===== src/rtl/psc_pkg.sv =====
package psc_pkg;
  localparam int NTRIG = 13;
  localparam int IDW   = $clog2(NTRIG);
  localparam int CODEW = $clog2(NTRIG + 1);

  typedef enum logic [2:0] {
    ST_STBY   = 3'd0,
    ST_ACT    = 3'd1,
    ST_MCU    = 3'd2,
    ST_SOCERR = 3'd3,
    ST_RET    = 3'd4,
    ST_SAFE   = 3'd5
  } pstate_e;

  localparam logic [IDW-1:0] T_SEVERE  = IDW'(0);
  localparam logic [IDW-1:0] T_MCUPWR  = IDW'(1);
  localparam logic [IDW-1:0] T_ORDERLY = IDW'(2);
  localparam logic [IDW-1:0] T_OFF     = IDW'(3);
  localparam logic [IDW-1:0] T_SOCPWR  = IDW'(4);
  localparam logic [IDW-1:0] T_WD_ACT  = IDW'(5);
  localparam logic [IDW-1:0] T_MERR_A  = IDW'(6);
  localparam logic [IDW-1:0] T_SERR_A  = IDW'(7);
  localparam logic [IDW-1:0] T_WD_MCU  = IDW'(8);
  localparam logic [IDW-1:0] T_MERR_M  = IDW'(9);
  localparam logic [IDW-1:0] T_TO_MCU  = IDW'(10);
  localparam logic [IDW-1:0] T_ON      = IDW'(11);
  localparam logic [IDW-1:0] T_TO_RET  = IDW'(12);
endpackage


===== src/rtl/psc_prio_pick.sv =====
module psc_prio_pick #(
  parameter int N  = 13,
  parameter int IW = $clog2(N)
) (
  input  logic [N-1:0]  req_i,
  output logic          any_o,
  output logic [IW-1:0] id_o
);
  logic [N-1:0] lower_set;  // bit i: some line below i is asserted
  logic [N-1:0] win;

  assign lower_set[0] = 1'b0;
  for (genvar i = 1; i < N; i++) begin : g_chain
    assign lower_set[i] = lower_set[i-1] | req_i[i-1];
  end
  for (genvar i = 0; i < N; i++) begin : g_win
    assign win[i] = req_i[i] & ~lower_set[i];
  end

  always_comb begin
    id_o = '0;
    for (int i = 0; i < N; i++) begin
      if (win[i]) id_o = id_o | IW'(i);
    end
  end
  assign any_o = |req_i;
endmodule


===== src/rtl/psc_trig_rules.sv =====
module psc_trig_rules
  import psc_pkg::*;
(
  input  pstate_e        state_i,
  input  logic [IDW-1:0] id_i,
  input  logic           mask_clr_i,
  output logic           valid_o,
  output logic           imm_o,
  output pstate_e        dest_o
);
  logic legal, reent, mission;

  assign mission = (state_i == ST_STBY) || (state_i == ST_ACT) ||
                   (state_i == ST_MCU)  || (state_i == ST_RET);

  always_comb begin
    legal  = 1'b0;
    reent  = 1'b0;
    imm_o  = 1'b0;
    dest_o = state_i;
    case (id_i)
      T_SEVERE, T_MCUPWR, T_ORDERLY: begin
        legal = mission; imm_o = 1'b1; dest_o = ST_SAFE;
      end
      T_OFF:    begin legal = mission; dest_o = ST_STBY; end
      T_SOCPWR: begin legal = (state_i == ST_ACT); dest_o = ST_SOCERR; end
      T_WD_ACT, T_MERR_A, T_SERR_A: begin
        legal = (state_i == ST_ACT); reent = 1'b1; dest_o = ST_ACT;
      end
      T_WD_MCU, T_MERR_M: begin
        legal = (state_i == ST_MCU); reent = 1'b1; dest_o = ST_MCU;
      end
      T_TO_MCU: begin
        legal = (state_i == ST_ACT) || (state_i == ST_SOCERR); dest_o = ST_MCU;
      end
      T_ON: begin
        legal  = mask_clr_i && ((state_i == ST_STBY) || (state_i == ST_MCU) ||
                                (state_i == ST_RET));
        dest_o = ST_ACT;
      end
      T_TO_RET: begin legal = (state_i == ST_ACT); dest_o = ST_RET; end
      default: ;
    endcase
  end

  // non-re-entrant triggers are dropped when already at destination
  assign valid_o = legal && (reent || (dest_o != state_i));
endmodule


===== src/rtl/psc_pwr_decode.sv =====
module psc_pwr_decode
  import psc_pkg::*;
#(
  parameter int              NGRP         = 8,
  parameter logic [NGRP-1:0] MCU_GRP_MASK = NGRP'(8'h03),
  parameter logic [NGRP-1:0] DDR_GRP_MASK = NGRP'(8'h1C)
) (
  input  pstate_e         state_i,
  input  logic            safe_exit_i,
  output logic            en_drv_o,
  output logic [NGRP-1:0] dom_en_o
);
  always_comb begin
    en_drv_o = 1'b0;
    dom_en_o = '0;
    if (!safe_exit_i) begin
      case (state_i)
        ST_ACT:            begin en_drv_o = 1'b1; dom_en_o = '1; end
        ST_MCU, ST_SOCERR: begin en_drv_o = 1'b1; dom_en_o = MCU_GRP_MASK; end
        ST_RET:            dom_en_o = DDR_GRP_MASK;
        default: ;
      endcase
    end
  end
endmodule


===== src/rtl/pwr_seq_ctrl.sv =====
module pwr_seq_ctrl
  import psc_pkg::*;
#(
  parameter int              NGRP         = 8,
  parameter logic [NGRP-1:0] MCU_GRP_MASK = NGRP'(8'h03),
  parameter logic [NGRP-1:0] DDR_GRP_MASK = NGRP'(8'h1C)
) (
  input  logic             clk_i,
  input  logic             rst_ni,
  input  logic [NTRIG-1:0] trig_i,
  input  logic             mask_clr_i,
  input  logic             seq_done_i,
  output logic             seq_start_o,
  output logic [CODEW-1:0] seq_code_o,
  output logic [2:0]       state_o,
  output logic             en_drv_o,
  output logic [NGRP-1:0]  dom_en_o
);
  pstate_e        state_q, tgt_q, dest;
  logic           busy_q, start_q, safe_q;
  logic [IDW-1:0] run_id_q, pick_id;
  logic [CODEW-1:0] code_q;
  logic           pick_any, valid, imm, cand, preempt, launch;

  psc_prio_pick #(.N(NTRIG), .IW(IDW)) u_pick (
    .req_i(trig_i), .any_o(pick_any), .id_o(pick_id)
  );

  psc_trig_rules u_rules (
    .state_i(state_q), .id_i(pick_id), .mask_clr_i(mask_clr_i),
    .valid_o(valid), .imm_o(imm), .dest_o(dest)
  );

  assign cand    = pick_any && valid;
  assign preempt = busy_q && cand && imm && (pick_id < run_id_q);
  assign launch  = cand && (!busy_q || preempt);

  always_ff @(posedge clk_i or negedge rst_ni) begin
    if (!rst_ni) begin
      state_q  <= ST_STBY;
      tgt_q    <= ST_STBY;
      busy_q   <= 1'b0;
      start_q  <= 1'b0;
      safe_q   <= 1'b0;
      run_id_q <= '0;
      code_q   <= '0;
    end else begin
      start_q <= launch;
      if (launch) begin
        busy_q   <= 1'b1;
        run_id_q <= pick_id;
        tgt_q    <= dest;
        code_q   <= CODEW'(pick_id) + CODEW'(1);
        if (dest == ST_SAFE) safe_q <= 1'b1;
      end else if (busy_q && seq_done_i) begin
        busy_q  <= 1'b0;
        state_q <= tgt_q;
        code_q  <= '0;
      end
    end
  end

  psc_pwr_decode #(
    .NGRP(NGRP), .MCU_GRP_MASK(MCU_GRP_MASK), .DDR_GRP_MASK(DDR_GRP_MASK)
  ) u_dec (
    .state_i(state_q), .safe_exit_i(safe_q),
    .en_drv_o(en_drv_o), .dom_en_o(dom_en_o)
  );

  assign seq_start_o = start_q;
  assign seq_code_o  = code_q;
  assign state_o     = state_q;

  p_state_on_done_r8: assert property (@(posedge clk_i) disable iff (!rst_ni)
    !(busy_q && seq_done_i) |=> $stable(state_q));
  p_code_idle_r8: assert property (@(posedge clk_i) disable iff (!rst_ni)
    !busy_q |-> (seq_code_o == '0) && !seq_start_o);
  p_hold_deferred_r9: assert property (@(posedge clk_i) disable iff (!rst_ni)
    (busy_q && !preempt) |=> !seq_start_o);
  p_abort_higher_r10: assert property (@(posedge clk_i) disable iff (!rst_ni)
    (busy_q && launch) |-> (pick_id < run_id_q) && imm);
  p_ret_groups_r11: assert property (@(posedge clk_i) disable iff (!rst_ni)
    (state_q == ST_RET && !safe_q) |-> !en_drv_o && (dom_en_o == DDR_GRP_MASK));
  p_safe_dark_r12: assert property (@(posedge clk_i) disable iff (!rst_ni)
    safe_q |-> !en_drv_o && (dom_en_o == '0));
  p_safe_sticky_r12: assert property (@(posedge clk_i) disable iff (!rst_ni)
    (state_q == ST_SAFE) |=> (state_q == ST_SAFE) && !seq_start_o);
endmodule


===== config.mk =====
export PLATFORM = sky130hd
export DESIGN_NAME = pwr_seq_ctrl
export DESIGN_NICKNAME = d
export VERILOG_FILES = /design/src/rtl/psc_pkg.sv /design/src/rtl/psc_prio_pick.sv /design/src/rtl/psc_trig_rules.sv /design/src/rtl/psc_pwr_decode.sv /design/src/rtl/pwr_seq_ctrl.sv
export SDC_FILE = /design/constraint.sdc
export NUM_CORES = 1
export LEC_CHECK = 0
export BUFFER_PORTS_ARGS = -buffer_cell sky130_fd_sc_hd__buf_2
export CAP_MARGIN = 20
export CORE_MARGIN = 2
export CORE_UTILIZATION = 48
export CTS_CLUSTER_DIAMETER = 30
export DETAILED_ROUTE_END_ITERATION = 16
export PLACE_DENSITY = 0.75
export RECOVER_POWER = 100
export SYNTH_ARGS = -nofsm -noshare
export SYNTH_HDL_FRONTEND = slang
export SYNTH_SLANG_ARGS = --single-unit

===== constraint.sdc =====
create_clock -name clk_i -period 2.2 [get_ports clk_i]
set_clock_uncertainty 0.15 [all_clocks]
set_input_delay 0.33 -clock clk_i [delete_from_list [all_inputs] [get_ports clk_i]]
set_output_delay 0.33 -clock clk_i [all_outputs]
set_load 0.03 [all_outputs]

## Word level (Yosys, flattened, before mapping)

Index checks and enable logic that the tools add are counted.

| cells by class | value |
|---|---|
| add/subtract/negate cells | 1 |
| $lt $le $gt $ge | 1 |
| equality and inequality tests | 18 |
| multiplexer cells | 24 |
| bitwise logic cells | 36 |
| reductions and logical operators | 32 |

Operators with widths:

| cell | count |
|---|---|
| $mux 4 | 7 |
| $pmux 8 s3 | 1 |
| $eq 4x4->1 const B | 5 |
| $pmux 3 s6 | 1 |
| $eq 4x3->1 const B | 4 |
| $not 1->1 | 13 |
| $reduce_or 13->1 | 1 |
| $and 1x1->1 | 12 |
| $mux 3 | 4 |
| $or 1x1->1 | 11 |
| $reduce_or 5->1 | 2 |
| $reduce_or 3->1 | 3 |
| $eq 4x2->1 const B | 2 |
| $logic_and 1x1->1 | 8 |
| $logic_or 1x1->1 | 8 |
| $mux 8 | 1 |
| $reduce_or 4->1 | 2 |
| $mux 1 | 7 |
| $eq 3x2->1 const B | 2 |
| $eq 3x3->1 const B | 2 |
| $pmux 1 s5 | 1 |
| $add 4x1->4 const B | 1 |
| $eq 4x1->1 const B | 1 |
| $logic_not 4->1 | 1 |
| 9 further kinds | 12 |

| storage, ports and cells | value |
|---|---|
| bits in registers | 17 |
| input bits | 17 |
| output and inout port bits | 17 |
| logic and storage cells | 119 |

## Logic depth before layout (Yosys ltp)

Gate-level depths: netlist of the first run.

| logic depth | value |
|---|---|
| depth in word-level cells | 28 |
| mapped depth | 14 |
| mapped depth without buffers | 13 |

## Cells and area by module

Synthesis of the first run repeated with hierarchy kept, for this count alone.

| unflattened totals | value |
|---|---|
| cells, all modules | 153 |
| area, all modules | 1403.8 um2 |

Modules (own cells, without submodules):

| module | instances | cells each | area an instance (um2) | sequential area each (um2) |
|---|---|---|---|---|
| pwr_seq_ctrl | 1 | 60 | 792.0 | 425.4 |
| psc_trig_rules | 1 | 60 | 379.1 | 0.0 |
| psc_prio_pick | 1 | 22 | 153.9 | 0.0 |
| psc_pwr_decode | 1 | 11 | 78.8 | 0.0 |

## Worst setup path before layout of the first run

Ideal clock, no wire load.

| timing | value |
|---|---|
| path type | in2reg |
| from | in trig_i[5] |
| to | reg run_id_q[0] |
| setup time | 128 ps |
| arrival | 3193 ps |
| required time | 1922 ps |
| path slack | -1270 ps |
| stages on the path | 12 |
| path buffers | 0 |
| cell sequence | nor4_1 -> a41oi_1 -> a31oi_2 -> inv_1 -> ha_1 -> or3_1 -> nor2_1 -> nor2_1 -> a21oi_1 -> o2bb2ai_1 -> a21oi_4 -> mux2_1 |

| on the way | value |
|---|---|
| longest elaborated chain between the ends | 22 |
| elaborated cells between the ends (all ways) | 65 |
| those cells by class | order compare: 1; eq/ne: 13; mux: 12; bitwise: 22; reduce/logical: 17 |

RTL lines:

| what | line | RTL |
|---|---|---|
| start, declared | pwr_seq_ctrl.sv:10 | `input logic [NTRIG-1:0] trig_i,` |
| $or 1x1->1 (2 in a row) | psc_prio_pick.sv:14 | `assign lower_set[i] = lower_set[i-1] \| req_i[i-1];` |
| $not 1->1 or $or 1x1->1 (tied branches) | psc_prio_pick.sv:17, psc_prio_pick.sv:14 |  |
| $and 1x1->1 or $or 1x1->1 (tied branches) | psc_prio_pick.sv:17, psc_prio_pick.sv:14 |  |
| $mux 3 (tied with other cells) | psc_prio_pick.sv:23 | `if (win[i]) id_o = id_o \| IW'(i);` |
| $mux 4 (tied with other cells) | psc_prio_pick.sv:23 |  |
| $mux 4 or $not 1->1 (tied branches) | psc_prio_pick.sv:23, psc_prio_pick.sv:17 |  |
| $mux 4 or $and 1x1->1 (tied branches) | psc_prio_pick.sv:23, psc_prio_pick.sv:17 |  |
| $mux 4 (*) (2 in a row) | psc_prio_pick.sv:23 |  |
| net pick_id[0] | pwr_seq_ctrl.sv:21 | `logic [IDW-1:0] run_id_q, pick_id;` |
| (+2 left out) | - |  |
| $pmux 3 s6 | psc_trig_rules.sv:21 | `case (id_i)` |
| $ne 3x3->1 | psc_trig_rules.sv:47 | `assign valid_o = legal && (reent \|\| (dest_o != state_i));` |
| $logic_or 1x1->1 | psc_trig_rules.sv:47 |  |
| $logic_and 1x1->1 | psc_trig_rules.sv:47 |  |
| $logic_and 1x1->1 | pwr_seq_ctrl.sv:34 | `assign cand = pick_any && valid;` |
| $logic_and 1x1->1 (3 in a row) | pwr_seq_ctrl.sv:35 | `assign preempt = busy_q && cand && imm && (pick_id < run_id_q);` |
| $logic_or 1x1->1 | pwr_seq_ctrl.sv:36 | `assign launch = cand && (!busy_q \|\| preempt);` |
| $logic_and 1x1->1 | pwr_seq_ctrl.sv:36 |  |
| end signal, assigned | pwr_seq_ctrl.sv:51 | `run_id_q <= pick_id;` |
| end, declared | pwr_seq_ctrl.sv:21 |  |

The timed path passes the listed nets; every way through them passes the cells marked *.
A chain may end at the register's enable or synchronous reset.

## Worst setup path in the final report of the first run

| timing | value |
|---|---|
| from | in trig_i[6] |
| to | reg run_id_q[2] |

| on the way | value |
|---|---|
| longest elaborated chain between the ends | 21 |
| elaborated cells between the ends (all ways) | 61 |
| those cells by class | order compare: 1; eq/ne: 13; mux: 11; bitwise: 19; reduce/logical: 17 |

RTL lines:

| what | line |
|---|---|
| $or 1x1->1 | psc_prio_pick.sv:14 |
| $not 1->1 or $or 1x1->1 (tied branches) | psc_prio_pick.sv:17, psc_prio_pick.sv:14 |
| $and 1x1->1 or $or 1x1->1 (tied branches) | psc_prio_pick.sv:17, psc_prio_pick.sv:14 |
| $mux 3 or $or 1x1->1 (tied branches) | psc_prio_pick.sv:23, psc_prio_pick.sv:14 |
| $mux 4 (tied with other cells) (2 in a row) | psc_prio_pick.sv:23 |
| $mux 4 or $and 1x1->1 (tied branches) | psc_prio_pick.sv:23, psc_prio_pick.sv:17 |
| $mux 4 (*) (2 in a row) | psc_prio_pick.sv:23 |
| net pick_id[1] | pwr_seq_ctrl.sv:21 |
| (+2 left out) | - |
| $pmux 3 s6 | psc_trig_rules.sv:21 |
| $ne 3x3->1 | psc_trig_rules.sv:47 |
| $logic_or 1x1->1 | psc_trig_rules.sv:47 |
| $logic_and 1x1->1 | psc_trig_rules.sv:47 |
| $logic_and 1x1->1 | pwr_seq_ctrl.sv:34 |
| $logic_and 1x1->1 (3 in a row) | pwr_seq_ctrl.sv:35 |
| $logic_or 1x1->1 | pwr_seq_ctrl.sv:36 |
| $logic_and 1x1->1 (*) | pwr_seq_ctrl.sv:36 |

Marked as above.

==> results of run 1 <==
synthesized netlist by cell type, types with 3 or more instances:
cell and number:
dfrtp_1 17, a21o_1 3, o21ai_1 3, a41oi_1 3, mux2i_1 7, nor4_1 3, a21oi_1 7, nor2_1 14
ha_1 7, mux2_1 5, nand2_1 12, nor3_1 5, buf_4 6, inv_1 15, a31oi_1 4, xnor2_1 3
o21ai_0 9
critical path, cell delays in order:
cell and delay, ns:
buf_8 0.10, nor4_4 0.29, buf_4 0.18, o2111ai_4 0.11, o31ai_4 0.13, inv_2 0.15
ha_4 0.21, or3_4 0.42, o41ai_4 0.24, a311oi_2 0.08, o21a_2 0.17, o21ai_2 0.09
a21oi_4 0.07, buf_12 0.15, mux2_4 0.29
state kept, by name, summed over array words and instances, names as in the netlist:
| signal | flops |
|---|---|
| tgt_q | 3 |
| seq_start_o | 1 |
| seq_code_o | 4 |
| run_id_q | 4 |
| safe_q | 1 |
| busy_q | 1 |
| state_o | 3 |
metrics by stage:
step	cell area, um^2	setup slack, ns	power [mW]
6_report	2330	-0.797	2.15
5_1_grt	2330	-0.915	2.25
4_1_cts	2220	-0.723	2.00
3_5_place_dp	2030	-1.23	1.63
3_3_place_gp	2030	-1.10	1.59
2_1_floorplan	1610	-0.889	1.26
metal layers:
layer  share of wire  vias to the layer above  GRT usage
met5               0                        -          0
met4           0.029                        0     0.0909
met3           0.088                       19     0.0308
met2            0.48                      102      0.479
met1            0.40                      792      0.380
li1                -                      767          -
cell type report:
class / instances / area share
well taps: 31 / 0.0167
flip-flops and latches: 17 / 0.183
clock inverters: 1 / 0.00215
repair buffers: 84 / 0.258
inverters: 15 / 0.0242
clock buffers: 3 / 0.00967
multi-input cells: 123 / 0.506
cell families after synthesis:
group	count (synthesis)
AOI/OAI and AO/OA	53
and+or+nand+nor	48
buffers and inverters	28
DFF	17
muxes	12
adders and majority gates	7
xor gates and xnor gates	3
worst max-delay path by stage:
| stage | startpoint | end | slack [ns] | cells after the start |
|---|---|---|---|---|
| 2_1_floorplan | trig_i[8] | run_id_q[0]$_DFFE_PN0P_ | -0.89 | 11 |
| 6_report | trig_i[6] | run_id_q[2]$_DFFE_PN0P_ | -0.80 | 15 |
| 5_1_grt | trig_i[4] | tgt_q[2]$_DFFE_PN0P_ | -0.92 | 17 |
| 4_1_cts | trig_i[5] | run_id_q[2]$_DFFE_PN0P_ | -0.72 | 15 |
| 3_5_place_dp | trig_i[6] | run_id_q[2]$_DFFE_PN0P_ | -1.23 | 13 |
| 3_3_place_gp | trig_i[6] | run_id_q[2]$_DFFE_PN0P_ | -1.10 | 11 |
layout by cell type, fill, tap and decap left out, drive strengths merged, types with 2 or more instances in the layout:
| master | instances |
|---|---|
| buf | 65 |
| clkbuf | 21 |
| dfrtp | 17 |
| inv | 15 |
| nor2 | 14 |
| o21ai | 14 |
| nand2 | 12 |
| a21oi | 9 |
| mux2i | 7 |
| ha | 7 |
| mux2 | 5 |
| nor3 | 5 |
| a31oi | 5 |
| nor4 | 4 |
| a21o | 3 |
| xnor2 | 3 |
| or4 | 3 |
| o22ai | 3 |
| a41oi | 3 |
| or2 | 2 |
| nand3 | 2 |
| a211oi | 2 |
power by group through the flow:
stage	clock, mW	combinational, mW	sequential, mW
floorplan	0	0.674	0.585
global placement	0	1.09	0.495
detailed placement	0	1.12	0.502
CTS	0.171	1.33	0.500
global route	0.183	1.55	0.518
finish	0.170	1.47	0.511
timing repair:
action                                  4_1_cts  5_1_grt
gates resized for setup                      24       21
pin swaps                                    10       12
endpoints found under the setup margin       17       17
buffers inserted                              6        3
hold buffers                                  1        0
hold endpoints to repair                     17        0
==> out/qor.txt, run 1 <==
Worst Reg-to-Reg Cells -> 10
Synth Area in Compound Gates -> 0.272
sink of the worst hold path -> busy_q$_DFFE_PN0P_
Non-Filler Instances -> 274
H-Tree Depth -> 1
XOR/XNOR Fraction of Synth Area -> 0.0182
FILL cells -> 145
hold_sp -> seq_done_i
syn nets -> 192
layout cells sized above 1 -> 0.523
die area -> 3460 um^2
antenna viol nets, final -> 0
top_reg_cell synth -> dfrtp_1
WHS Path Cells -> 2
CTS clk-pin slew, worst paths -> 0.10 ns
DP Cell Count -> 260
Cell variety after synth -> 54
1st-iter DRT viols -> 144
clk buf depth -> 2
CORE AREA -> 2810 um^2
critical path endpoint category -> register
num ports -> 34
crit path DAT -> 3.04 ns
GRT Overall Usage -> 0.284
Area Growth Syn to Fin -> 61.5%
sequential share of power -> 0.237
Die H -> 58.8 um
multiplexer area fraction after synthesis -> 0.0877
first drt pass iteration count -> 11
CP max FO -> 5
Clock Latency Late Sink -> 0.30 ns
dpl hpwl -> 3310 um
Critical Path RT -> 2.24 ns
Num CTS Buffers -> 3
Initial Utilization -> 0.514
Critical Path Start Type -> input pin
Hold WS -> 0.0488 ns
CTS tree -> done
row count -> 19
vias per cell -> 6.13
Yosys Warn Count -> 0
status -> finished, violations left
Max-Cap Viols -> 0
flop2flop setup slack -> -0.32 ns
drc violations -> 2
Final Wtd Congestion -> 0.913
final critical-path required period -> 3.00 ns
vias in the first global route -> 1571
power density cells -> 924 nW/um^2
antenna cells -> 0
Syn Inst Count -> 168
nets -> 268
first-pass GRT wire length -> 7460 um
RR Startpoint -> run_id_q[3]$_DFFE_PN0P_
worst-margin pin slew -> 0.899 ns
count of final max-slew check failures -> 0
main combinational cell family by area after synthesis -> compound AO/OA/AOI/OAI gates
largest cells by area after synthesis -> dfrtp_1 (30%), ha_1 (6.1%), mux2i_1 (4.9%)
flip-flop and latch area -> 425 um^2
Tcrit/Tclk final -> 1.36
final wirelength -> 5190 um
post-synth top area cell -> dfrtp_1
final setup margin -> -0.797 ns
Slew headroom -> 0.400
violated checks -> design-rule violations, negative setup slack
switching portion of total power -> 0.447
power share of the clock group -> 0.079
Hold Path Class -> input pin to register
VDD IR max -> 0.901 mV
Total Neg Setup Slack -> -12.62 ns
reg2reg end -> run_id_q[2]$_DFFE_PN0P_
Avg Cell Area, Syn -> 8.58 um^2
Max Clk Rate -> 334 MHz
Crit Path Class -> input pin to register
final core utilization -> 0.830
switching power -> 0.961 mW
Multi-input gate area -> 1180 um^2
clock root cell -> clkbuf_4
register area share after synthesis -> 0.295
Synth Area in Simple Gates -> 0.171
RSZ-0062 raised after global routing -> true
via count -> 1680
Seq cells post-synth -> 17
initial antenna violation count -> 0
die span in x -> 58.8 um
Adder-Cell Fraction of Synth Area -> 0.0608
port buffer count -> 33
largest net degree at the start of global routing -> 18
Cell Area, Synth -> 1440 um^2
final hold vios -> 0
number of flops mapped to enable cells by yosys -> 0
clk sinks -> 17
Synth top area share -> 0.295
Gate power share -> 0.683
LEAKAGE -> 1.00 nW
total gr overflow -> 0
drt wl/cell -> 18.9 um
Internal -> 1.19 mW
Async SR Flop Fraction -> 1.00
Final Setup Violations -> 17
Power figures use the tool's default switching activity.
==> inputs of run 2 (changes only) <==
RECOVER_POWER = default   (was 100)
==> out/qor.txt, run 2 (same netlist as run 1, synthesis figures left out) <==
status -> finished, violations left
violated checks -> design-rule violations, negative setup slack
crit path DAT -> 3.05 ns
clk buf depth -> 2
switching power -> 0.958 mW
nets -> 268
Num CTS Buffers -> 3
final setup margin -> -0.810 ns
critical path endpoint category -> register
VDD IR max -> 0.898 mV
CTS tree -> done
Final Setup Violations -> 17
commonest non-fill, non-tap cells in the layout -> buf_4 (41), buf_2 (31), dfrtp_1 (17)
row count -> 19
Initial Utilization -> 0.514
die area -> 3460 um^2
Critical path buffers and inverters -> 4
die span in x -> 58.8 um
Final Wtd Congestion -> 0.913
Tcrit/Tclk final -> 1.37
initial antenna violation count -> 0
Clock Latency Late Sink -> 0.30 ns
port buffer count -> 33
drc violations -> 2
Area Growth Syn to Fin -> 62.6%
antenna cells -> 0
FILL cells -> 137
power density cells -> 924 nW/um^2
CORE AREA -> 2810 um^2
RSZ-0062 raised after global routing -> true
switching portion of total power -> 0.443
CP startpoint -> trig_i[6]
DP Cell Count -> 260
Hold WS -> 0.0511 ns
Die H -> 58.8 um
Slowest-stage cell, CP -> or3_4
num ports -> 34
Slew headroom -> 0.747
Hold Path Class -> input pin to register
Critical Path RT -> 2.24 ns
vias in the first global route -> 1571
final wirelength -> 5220 um
Internal -> 1.21 mW
clock root cell -> clkbuf_4
crit-path cells -> buf_8, nor4_4, buf_4, o2111ai_4, o31ai_4, inv_2, ha_4, or3_4, nor2_4, o21ai_0, o21a_2, o21ai_2, a21oi_4, buf_12, mux2_4
dpl hpwl -> 3310 um
clk sinks -> 17
total gr overflow -> 0
largest net degree at the start of global routing -> 18
hold_sp -> seq_done_i
worst-margin pin slew -> 0.379 ns
layout cells sized above 1 -> 0.572
antenna viol nets, final -> 0
pre-CTS setup slack -> -1.23 ns
CTS clk-pin slew, worst paths -> 0.10 ns
power share of the clock group -> 0.077
most common cell after layout, fill and taps aside -> buf_4
via count -> 1694
CP max FO -> 5
drt wl/cell -> 19.0 um
final hold vios -> 0
first drt pass iteration count -> 11
LEAKAGE -> 1.05 nW
vias per cell -> 6.18
H-Tree Depth -> 1
Critical Path Start Type -> input pin
count of final max-slew check failures -> 0
Gate power share -> 0.687
Max Clk Rate -> 332 MHz
max incr delay on CP -> 0.43 ns
RR Startpoint -> run_id_q[3]$_DFFE_PN0P_
GRT Overall Usage -> 0.284
final critical-path required period -> 3.01 ns
critical path's top delay family -> simple AND/OR/NAND/NOR gates
1st-iter DRT viols -> 162
Crit Path Class -> input pin to register
Non-Filler Instances -> 274
first-pass GRT wire length -> 7460 um
sequential share of power -> 0.236
Max-Cap Viols -> 0
[run 2: cell count changes in the layout (fill, tap and decap cells not counted), sizes merged]
cell	before	now
buf	65	83
clkbuf	21	3
[run 2: power by group through the flow]
stage,clock network (mW),registers (mW),logic [mW]
global route,0.183,0.518,1.56
finish,0.167,0.511,1.49
CTS,0.171,0.500,1.33
floorplan,0,0.585,0.674
global placement,0,0.495,1.09
detailed placement,0,0.502,1.12
[run 2: cell type report]
| class | count | area (um^2) | share of cell area |
|---|---|---|---|
| well taps | 31 | 38.8 | 0.0166 |
| clock inverters | 1 | 5.00 | 0.00214 |
| inverters | 15 | 56.3 | 0.0240 |
| flip-flops and latches | 17 | 425 | 0.182 |
| repair buffers | 84 | 617 | 0.263 |
| multi-input cells | 123 | 1180 | 0.503 |
| clock buffers | 3 | 22.5 | 0.00961 |
[run 2: worst paths after layout]
kind	to	slack [ns]	depth (start not counted)
max in group asynchronous	seq_code_o[1]$_DFFE_PN0P_	1.30	2
worst min-delay path	busy_q$_DFFE_PN0P_	0.05	2
worst max-delay path	run_id_q[2]$_DFFE_PN0P_	-0.81	15
worst max register to register	run_id_q[2]$_DFFE_PN0P_	-0.32	10
worst min register to register	state_o[2]$_DFFE_PN0P_	0.37	2
min in group asynchronous	tgt_q[1]$_DFFE_PN0P_	0.32	2
[run 2: repair_timing]
action / in CTS / in global routing
buffers inserted: 6 / 3
cloned: 0 / 0
hold endpoints to repair: 17 / 0
resized for setup: 24 / 21
hold buffers: 1 / 0
setup endpoints to repair: 17 / 17
pin swaps: 10 / 12
[run 2: per-stage QoR]
step           setup TNS [ns]  instance area [um^2]   util  power [mW]
3_3_place_gp           -17.57                  2030  0.723        1.59
6_report               -12.83                  2340  0.835        2.16
3_5_place_dp           -19.46                  2030  0.723        1.63
4_1_cts                -11.07                  2220  0.790        2.00
5_1_grt                -14.55                  2340  0.835        2.27
2_1_floorplan          -13.71                  1610      -        1.26
[run 2: worst register-to-register path, cell delays in order (launching register included)]
cell and delay (ns):
dfrtp_1 0.40, inv_1 0.11, ha_4 0.22, a21o_1 0.16, a211oi_2 0.26, nand4b_1 0.16, o21ai_2 0.23, o21ai_2 0.11
a21oi_4 0.18, buf_12 0.15, mux2_4 0.30
[run 2: routing by layer]
metal | vias to the layer above | track usage | part of all wire
li1 | 764 | - | -
met1 | 798 | 0.380 | 0.40
met2 | 110 | 0.479 | 0.49
met3 | 22 | 0.0308 | 0.088
met4 | 0 | 0.0909 | 0.031
met5 | - | 0 | 0
